==> config.mk <==
export PLATFORM = sky130hd
export DESIGN_NAME = pwd_unlock_top
export DESIGN_NICKNAME = d
export VERILOG_FILES = /design/src/rtl/pwd_unlock_pkg.sv /design/src/rtl/pwd_datapath.sv /design/src/rtl/pwd_control.sv /design/src/rtl/pwd_unlock_top.sv
export SDC_FILE = /design/constraint.sdc
export NUM_CORES = 1
export LEC_CHECK = 0
export BUFFER_PORTS_ARGS = -buffer_cell sky130_fd_sc_hd__clkbuf_2
export CAP_MARGIN = 25
export CORE_UTILIZATION = 25
export DETAILED_ROUTE_END_ITERATION = 8
export PLACE_DENSITY = 0.37
export SLEW_MARGIN = 15
export SYNTH_ARGS = -nofsm -noshare
export SYNTH_HDL_FRONTEND = slang
export SYNTH_SLANG_ARGS = --single-unit
export TNS_END_PERCENT = 10
==> constraint.sdc <==
create_clock -name clk -period 2.3 [get_ports clk]
set_input_delay 0.23 -clock clk [delete_from_list [all_inputs] [get_ports clk]]
set_output_delay 0.23 -clock clk [all_outputs]
set_load 0.02 [all_outputs]
==> src/rtl/pwd_unlock_pkg.sv <==
package pwd_unlock_pkg;

  // Strobes from the control to the datapath
  typedef struct packed {
    logic keyWr;
    logic pwdRd;
  } ctlStrobes_t;

  // Comparator results from the datapath
  typedef struct packed {
    logic fullMatch;
    logic loMatch;
    logic pwdBlank;
    logic loBlank;
    logic pwdZero;
  } dpStatus_t;

endpackage

==> src/rtl/pwd_datapath.sv <==
module pwd_datapath
  import pwd_unlock_pkg::*;
#(
  parameter int WORD_W    = 16,
  parameter int NUM_WORDS = 8,
  parameter int IDX_W     = $clog2(NUM_WORDS)
) (
  input  logic              clk,
  input  logic              rstN,
  input  logic              pwdLoadEn,
  input  logic [IDX_W-1:0]  pwdLoadIdx,
  input  logic [WORD_W-1:0] pwdLoadData,
  input  ctlStrobes_t       strobes,
  input  logic [IDX_W-1:0]  wordIdx,
  input  logic [WORD_W-1:0] wrData,
  output dpStatus_t         status
);

  localparam int TOTAL_W = NUM_WORDS * WORD_W;
  localparam int LO_W    = (NUM_WORDS / 2) * WORD_W;

  logic [TOTAL_W-1:0] pwdFlat;
  logic [TOTAL_W-1:0] keyFlat;

  for (genvar g = 0; g < NUM_WORDS; g++) begin : g_word
    // password storage: loader-filled, no reset
    always_ff @(posedge clk) begin
      if (pwdLoadEn && pwdLoadIdx == IDX_W'(g))
        pwdFlat[g*WORD_W +: WORD_W] <= pwdLoadData;
    end

    always_ff @(posedge clk) begin
      if (!rstN)
        keyFlat[g*WORD_W +: WORD_W] <= '0;
      else if (strobes.keyWr && wordIdx == IDX_W'(g))
        keyFlat[g*WORD_W +: WORD_W] <= wrData;
    end
  end

  always_comb begin
    status.fullMatch = (keyFlat == pwdFlat);
    status.loMatch   = (keyFlat[LO_W-1:0] == pwdFlat[LO_W-1:0]);
    status.pwdBlank  = &pwdFlat;
    status.loBlank   = &pwdFlat[LO_W-1:0];
    status.pwdZero   = ~|pwdFlat;
  end


  key_store_chk: assert property (@(posedge clk) disable iff (!rstN)
    strobes.keyWr |=> keyFlat[$past(wordIdx)*WORD_W +: WORD_W] == $past(wrData));


  key_hold_chk: assert property (@(posedge clk) disable iff (!rstN)
    !strobes.keyWr |=> $stable(keyFlat));

endmodule

==> src/rtl/pwd_control.sv <==
module pwd_control
  import pwd_unlock_pkg::*;
#(
  parameter int NUM_WORDS = 8,
  parameter int IDX_W     = $clog2(NUM_WORDS)
) (
  input  logic             clk,
  input  logic             rstN,
  input  logic             busEn,
  input  logic             busWr,
  input  logic [IDX_W:0]   busAddr,
  input  logic             memAccess,
  input  logic             dbgAttached,
  input  dpStatus_t        status,
  output ctlStrobes_t      strobes,
  output logic [IDX_W-1:0] wordIdx,
  output logic             fullUnlock,
  output logic             dbgUnlock,
  output logic             dbgTrip
);

  logic [NUM_WORDS-1:0] readSeen;
  logic allRead;
  logic fullNext;
  logic dbgNext;
  logic tripHit;

  assign wordIdx = busAddr[IDX_W-1:0];

  always_comb begin
    strobes.keyWr = busEn && busWr && busAddr[IDX_W];
    strobes.pwdRd = busEn && !busWr && !busAddr[IDX_W];
  end

  always_ff @(posedge clk) begin
    if (!rstN)
      readSeen <= '0;
    else if (strobes.keyWr)
      readSeen <= '0;
    else if (strobes.pwdRd)
      readSeen[wordIdx] <= 1'b1;
  end

  assign allRead  = &readSeen;
  assign fullNext = !status.pwdZero &&
                    (status.pwdBlank || (allRead && status.fullMatch));
  assign dbgNext  = fullNext ||
                    (!status.pwdZero && allRead && (status.loMatch || status.loBlank));
  assign tripHit  = memAccess && dbgAttached && !dbgUnlock;

  always_ff @(posedge clk) begin
    if (!rstN) begin
      fullUnlock <= 1'b0;
      dbgUnlock  <= 1'b0;
      dbgTrip    <= 1'b0;
    end else begin
      fullUnlock <= fullNext;
      dbgUnlock  <= dbgNext;
      dbgTrip    <= dbgTrip || tripHit;
    end
  end


  tracker_clear_chk: assert property (@(posedge clk) disable iff (!rstN)
    strobes.keyWr |=> readSeen == '0);


  reads_first_chk: assert property (@(posedge clk) disable iff (!rstN)
    fullUnlock && !$past(status.pwdBlank) |-> $past(allRead));


  zero_lock_chk: assert property (@(posedge clk) disable iff (!rstN)
    dbgUnlock |-> !$past(status.pwdZero));


  trip_sticky_chk: assert property (@(posedge clk) disable iff (!rstN)
    dbgTrip |=> dbgTrip);


  trip_cause_chk: assert property (@(posedge clk) disable iff (!rstN)
    $rose(dbgTrip) |-> $past(memAccess && dbgAttached && !dbgUnlock));

endmodule

==> src/rtl/pwd_unlock_top.sv <==
module pwd_unlock_top
  import pwd_unlock_pkg::*;
#(
  parameter int WORD_W    = 16,
  parameter int NUM_WORDS = 8,
  parameter int IDX_W     = $clog2(NUM_WORDS)
) (
  input  logic              clk,
  input  logic              rstN,
  input  logic              pwdLoadEn,
  input  logic [IDX_W-1:0]  pwdLoadIdx,
  input  logic [WORD_W-1:0] pwdLoadData,
  input  logic              busEn,
  input  logic              busWr,
  input  logic [IDX_W:0]    busAddr,
  input  logic [WORD_W-1:0] busWData,
  input  logic              memAccess,
  input  logic              dbgAttached,
  output logic              fullUnlock,
  output logic              dbgUnlock,
  output logic              dbgTrip
);

  ctlStrobes_t      strobes;
  dpStatus_t        status;
  logic [IDX_W-1:0] wordIdx;

  pwd_control #(.NUM_WORDS(NUM_WORDS), .IDX_W(IDX_W)) u_ctl (
    .clk(clk), .rstN(rstN), .busEn(busEn), .busWr(busWr), .busAddr(busAddr),
    .memAccess(memAccess), .dbgAttached(dbgAttached), .status(status),
    .strobes(strobes), .wordIdx(wordIdx), .fullUnlock(fullUnlock),
    .dbgUnlock(dbgUnlock), .dbgTrip(dbgTrip)
  );

  pwd_datapath #(.WORD_W(WORD_W), .NUM_WORDS(NUM_WORDS), .IDX_W(IDX_W)) u_dp (
    .clk(clk), .rstN(rstN), .pwdLoadEn(pwdLoadEn), .pwdLoadIdx(pwdLoadIdx),
    .pwdLoadData(pwdLoadData), .strobes(strobes), .wordIdx(wordIdx),
    .wrData(busWData), .status(status)
  );

endmodule

==> Flow_metrics.wiki <==
{| class="wikitable"
! Metric !! Value
|-
| Proportion of total power due to net switching || 0.233
|-
| Max Transition Viols Final || 0
|-
| Peak clock frequency supported by timing || 487 MHz
|-
| Remaining max-slew budget at the tightest pin || 0.493
|-
| Mapped Cells || 1027
|-
| Maximum number of pins on one net before global-route repair || 59
|-
| Fraction of the yosys area taken by sequential cells || 0.594
|-
| CTS H-tree lvls || 1
|-
| Fraction of final layout cells sized beyond drive strength 1 || 0.119
|-
| Count of cells along the worst register-to-register path || 7
|-
| CTS tree || yes
|-
| Number of flops mapped to enable cells by yosys || 128
|-
| Area share of the largest cell type after synthesis || 0.344
|-
| Most instantiated flip-flop cell in the synthesis netlist || sky130_fd_sc_hd__dfxtp_1
|-
| Post_cts resized || 0
|-
| Critical path fanouts, max || 3
|-
| Number of rows created at floorplan || 77
|-
| Pint || 8.00 mW
|-
| Antenna diode instance count || 0
|-
| Top cells by area, synth || sky130_fd_sc_hd__edfxtp_1 (34%), sky130_fd_sc_hd__dfxtp_1 (25%), sky130_fd_sc_hd__nand2_1 (9.0%)
|-
| Setup Fix Bufs, Post-CTS || 0
|-
| Min Tclk post-route || 2050 ps
|-
| Cell area power density || 798 mW/mm2
|-
| Worst Hold Class || in2reg
|-
| Final GP Congestion || 0.833
|-
| Per-cell routed wire length || 23.8 um
|-
| Number of failing hold endpoints at the final stage || 0
|-
| Worst Path Arrival || 2560 ps
|-
| Fill cell instance count of the final layout || 4647
|-
| Die Span X || 213 um
|-
| CORE AREA || 0.0441 mm2
|-
| End point of the worst hold path || u_dp.pwdFlat[43]$_DFFE_PP_
|-
| Overflow after GRT || 0
|-
| First-pass GRT wire length || 58000 um
|-
| Detailed Route WL || 40500 um
|-
| Worst setup margin || 248 ps
|-
| Number of register bits inferred by synthesis || 267
|-
| Total standard cell area after synthesis || 0.0112 mm2
|-
| Boundary pin count || 49
|-
| Transition time at the pin with the least slew margin || 750 ps
|-
| Number of vias in the routed layout || 7959
|-
| Final total negative setup slack || 0 ps
|-
| Relative contribution of sequential cells to total power || 0.498
|-
| Post-route fraction of the period consumed by the critical path || 0.892
|-
| Final cell count without fillers || 1701
|-
| Number of antenna-violating nets in the routed design || 0
|-
| Clock Root Buffer || sky130_fd_sc_hd__clkbuf_16
|-
| Via count normalized by instance count || 4.68
|-
| Cell count of the worst hold path || 1
|-
| Asr flop ratio synth || 0
|-
| Clock Latency Late Sink || 570 ps
|-
| 1st-iter DRT viols || 782
|-
| Critical Path Sink Type || register
|-
| Endpoint required time on the critical path || 2810 ps
|-
| Maximum number of buffers from clock root to sink || 3
|-
| Distinct cell type count of the synthesized netlist || 31
|-
| Net Switching || 2.43 mW
|-
| Hold path start || pwdLoadData[11]
|-
| CP startpoint kind || register
|-
| Number of antenna violations at the first check in global routing || 0
|-
| CTS clk-pin slew, worst paths || 60 ps
|-
| Pre-CTS setup slack || 229 ps
|-
| DP Wirelength || 29400 um
|-
| Floorplan die height || 213 um
|-
| Placed cells || 1645
|-
| Number of global-route vias before repair || 7637
|-
| Number of max-cap violations || 0
|-
| Reg-to-Reg Start || u_dp.pwdFlat[120]$_DFFE_PP_
|-
| Number of buffers added to fix hold violations after cts || 0
|-
| Post-route DRC || 0
|-
| Setup repair after global routing missed its margin || false
|-
| Worst ir drop on vdd || 0.000383 V
|-
| Register-to-register path setup slack || 250 ps
|-
| Number of endpoints failing setup at the final stage || 0
|-
| Growth of design area from synthesis to finish || 17.1%
|-
| Category of the most critical setup path || reg2reg
|-
| Num CTS Buffers || 30
|-
| Synthesized netlist net count || 1073
|-
| Number of sinks handled by clock tree synthesis || 267
|-
| Die Area || 0.0455 mm2
|-
| TritonRoute pass-1 iters || 5
|-
| Initial core utilization || 0.253
|-
| Yosys warning count || 0
|-
| Total track usage || 0.181
|-
| Commonest cells in the netlist || sky130_fd_sc_hd__nand2_1 (267), sky130_fd_sc_hd__dfxtp_1 (139), sky130_fd_sc_hd__edfxtp_1 (128)
|-
| Reg2reg end || u_ctl.fullUnlock$_SDFF_PN0_
|-
| Most frequently used cell type in the post-synthesis netlist || sky130_fd_sc_hd__nand2_1
|-
| Logic pwr share || 0.042
|-
| Setup skew after layout || 12.9 ps
|-
| Count of port buffers added during placement || 48
|-
| Final-stage net count || 1131
|-
| Total leakage power || 4.24 nW
|-
| Clk network pwr share || 0.460
|-
| Yosys top cell by area || sky130_fd_sc_hd__edfxtp_1
|-
| Status || finished, final reports clean
|-
| Synthesized area per cell || 10.9 um2
|}
==> final cells by class <==
type / instances / area (um2) / area share
timing repair buffer: 74 / 450 / 0.0345
inverter: 1 / 3.75 / 0.000287
clock inverter: 21 / 180 / 0.0138
multi-input combinational: 711 / 4280 / 0.327
clock buffer: 35 / 791 / 0.0605
tap: 592 / 741 / 0.0567
sequential: 267 / 6630 / 0.507
==> kinds of logic after synthesis <==
kind of cell,Yosys count,share of synthesized area
compound gates,141,0.0927
xor+xnor,128,0.100
buf+inv,49,0.0235
flops,267,0.594
simple gates,442,0.189
==> metrics by stage <==
| step | power, mW | hold WS, ps | instance area, um2 | utilization |
|---|---|---|---|---|
| 2_1_floorplan | 5.48 | 329 | 11200 | - |
| 3_3_place_gp | 5.75 | 451 | 12100 | 0.274 |
| 3_5_place_dp | 5.75 | 463 | 12100 | 0.274 |
| 4_1_cts | 10.6 | 33.3 | 13100 | 0.296 |
| 5_1_grt | 10.8 | 41.0 | 13100 | 0.296 |
| 6_report | 10.4 | 24.1 | 13100 | 0.296 |
==> power by group through the flow <==
stage	Clock, mW	Sequential, mW	Combinational, mW
final	4.80	5.20	0.438
after global placement	0	5.30	0.452
after floorplan	0	5.24	0.233
after detailed placement	0	5.30	0.451
after CTS	4.91	5.19	0.452
after global routing	5.11	5.20	0.475
==> routing by layer <==
metal	track usage	vias up	routed length (um)
li1	-	3744	-
met4	0.0372	0	594
met2	0.252	222	16100
met1	0.293	3949	21800
met5	0	-	0
met3	0.0218	44	2010
==> how the worst max path moves through the flow <==
stage / from / to / slack, ps / depth (start not counted)
3_5_place_dp: u_dp.pwdFlat[92]$_DFFE_PP_ / u_ctl.fullUnlock$_SDFF_PN0_ / 230 / 7
2_1_floorplan: pwdLoadIdx[2] / u_dp.pwdFlat[0]$_DFFE_PP_ / 350 / 2
4_1_cts: u_dp.pwdFlat[68]$_DFFE_PP_ / u_ctl.fullUnlock$_SDFF_PN0_ / 190 / 7
5_1_grt: u_dp.pwdFlat[78]$_DFFE_PP_ / u_ctl.fullUnlock$_SDFF_PN0_ / 90 / 7
6_report: u_dp.pwdFlat[120]$_DFFE_PP_ / u_ctl.fullUnlock$_SDFF_PN0_ / 250 / 7
3_3_place_gp: u_dp.pwdFlat[68]$_DFFE_PP_ / u_ctl.fullUnlock$_SDFF_PN0_ / 190 / 7
==> placed cells by master, fill, tap and decap left out <==
master and count:
sky130_fd_sc_hd__nor3_4 2, sky130_fd_sc_hd__and3_1 1, sky130_fd_sc_hd__nor2_4 4, sky130_fd_sc_hd__nand4_1 61, sky130_fd_sc_hd__clkinv_1 7, sky130_fd_sc_hd__xor2_1 80, sky130_fd_sc_hd__nand2_1 267, sky130_fd_sc_hd__bufinv_16 3
sky130_fd_sc_hd__xnor2_1 48, sky130_fd_sc_hd__edfxtp_1 128, sky130_fd_sc_hd__clkbuf_2 47, sky130_fd_sc_hd__a21boi_0 72, sky130_fd_sc_hd__nor4b_1 2, sky130_fd_sc_hd__or2_1 1, sky130_fd_sc_hd__clkinv_4 1, sky130_fd_sc_hd__nand3_2 1
sky130_fd_sc_hd__inv_1 1, sky130_fd_sc_hd__a31oi_1 3, sky130_fd_sc_hd__nand3_1 2, sky130_fd_sc_hd__buf_4 26, sky130_fd_sc_hd__nand4_4 1, sky130_fd_sc_hd__nor2_2 2, sky130_fd_sc_hd__clkbuf_1 4, sky130_fd_sc_hd__nor3_1 2
sky130_fd_sc_hd__clkinvlp_2 2, sky130_fd_sc_hd__nand2b_1 5, sky130_fd_sc_hd__nor2_1 19, sky130_fd_sc_hd__clkinv_2 6, sky130_fd_sc_hd__nor2b_1 4, sky130_fd_sc_hd__nor4_1 65, sky130_fd_sc_hd__clkbuf_16 31, sky130_fd_sc_hd__nand2b_4 1
sky130_fd_sc_hd__nor3_2 2, sky130_fd_sc_hd__a21oi_1 8, sky130_fd_sc_hd__buf_12 1, sky130_fd_sc_hd__dfxtp_1 139, sky130_fd_sc_hd__o21a_1 1, sky130_fd_sc_hd__clkinvlp_4 2, sky130_fd_sc_hd__a21boi_1 57
==> sequential cells by signal (all words and copies together), names as in the netlist <==
name and flops:
u_dp.pwdFlat 128, u_ctl.dbgTrip 1, u_ctl.readSeen 8, u_ctl.fullUnlock 1, u_ctl.dbgUnlock 1, u_dp.keyFlat 128
==> worst max-delay path: stages, from the launching register on <==
cell                       delay (ps)
sky130_fd_sc_hd__edfxtp_1         500
sky130_fd_sc_hd__xor2_1           180
sky130_fd_sc_hd__nor4_1           370
sky130_fd_sc_hd__nand4_1          170
sky130_fd_sc_hd__nor4_1           410
sky130_fd_sc_hd__buf_4            180
sky130_fd_sc_hd__a31oi_1           70
sky130_fd_sc_hd__nor2b_1          110
No activity file was read; power rests on OpenSTA's default activity.
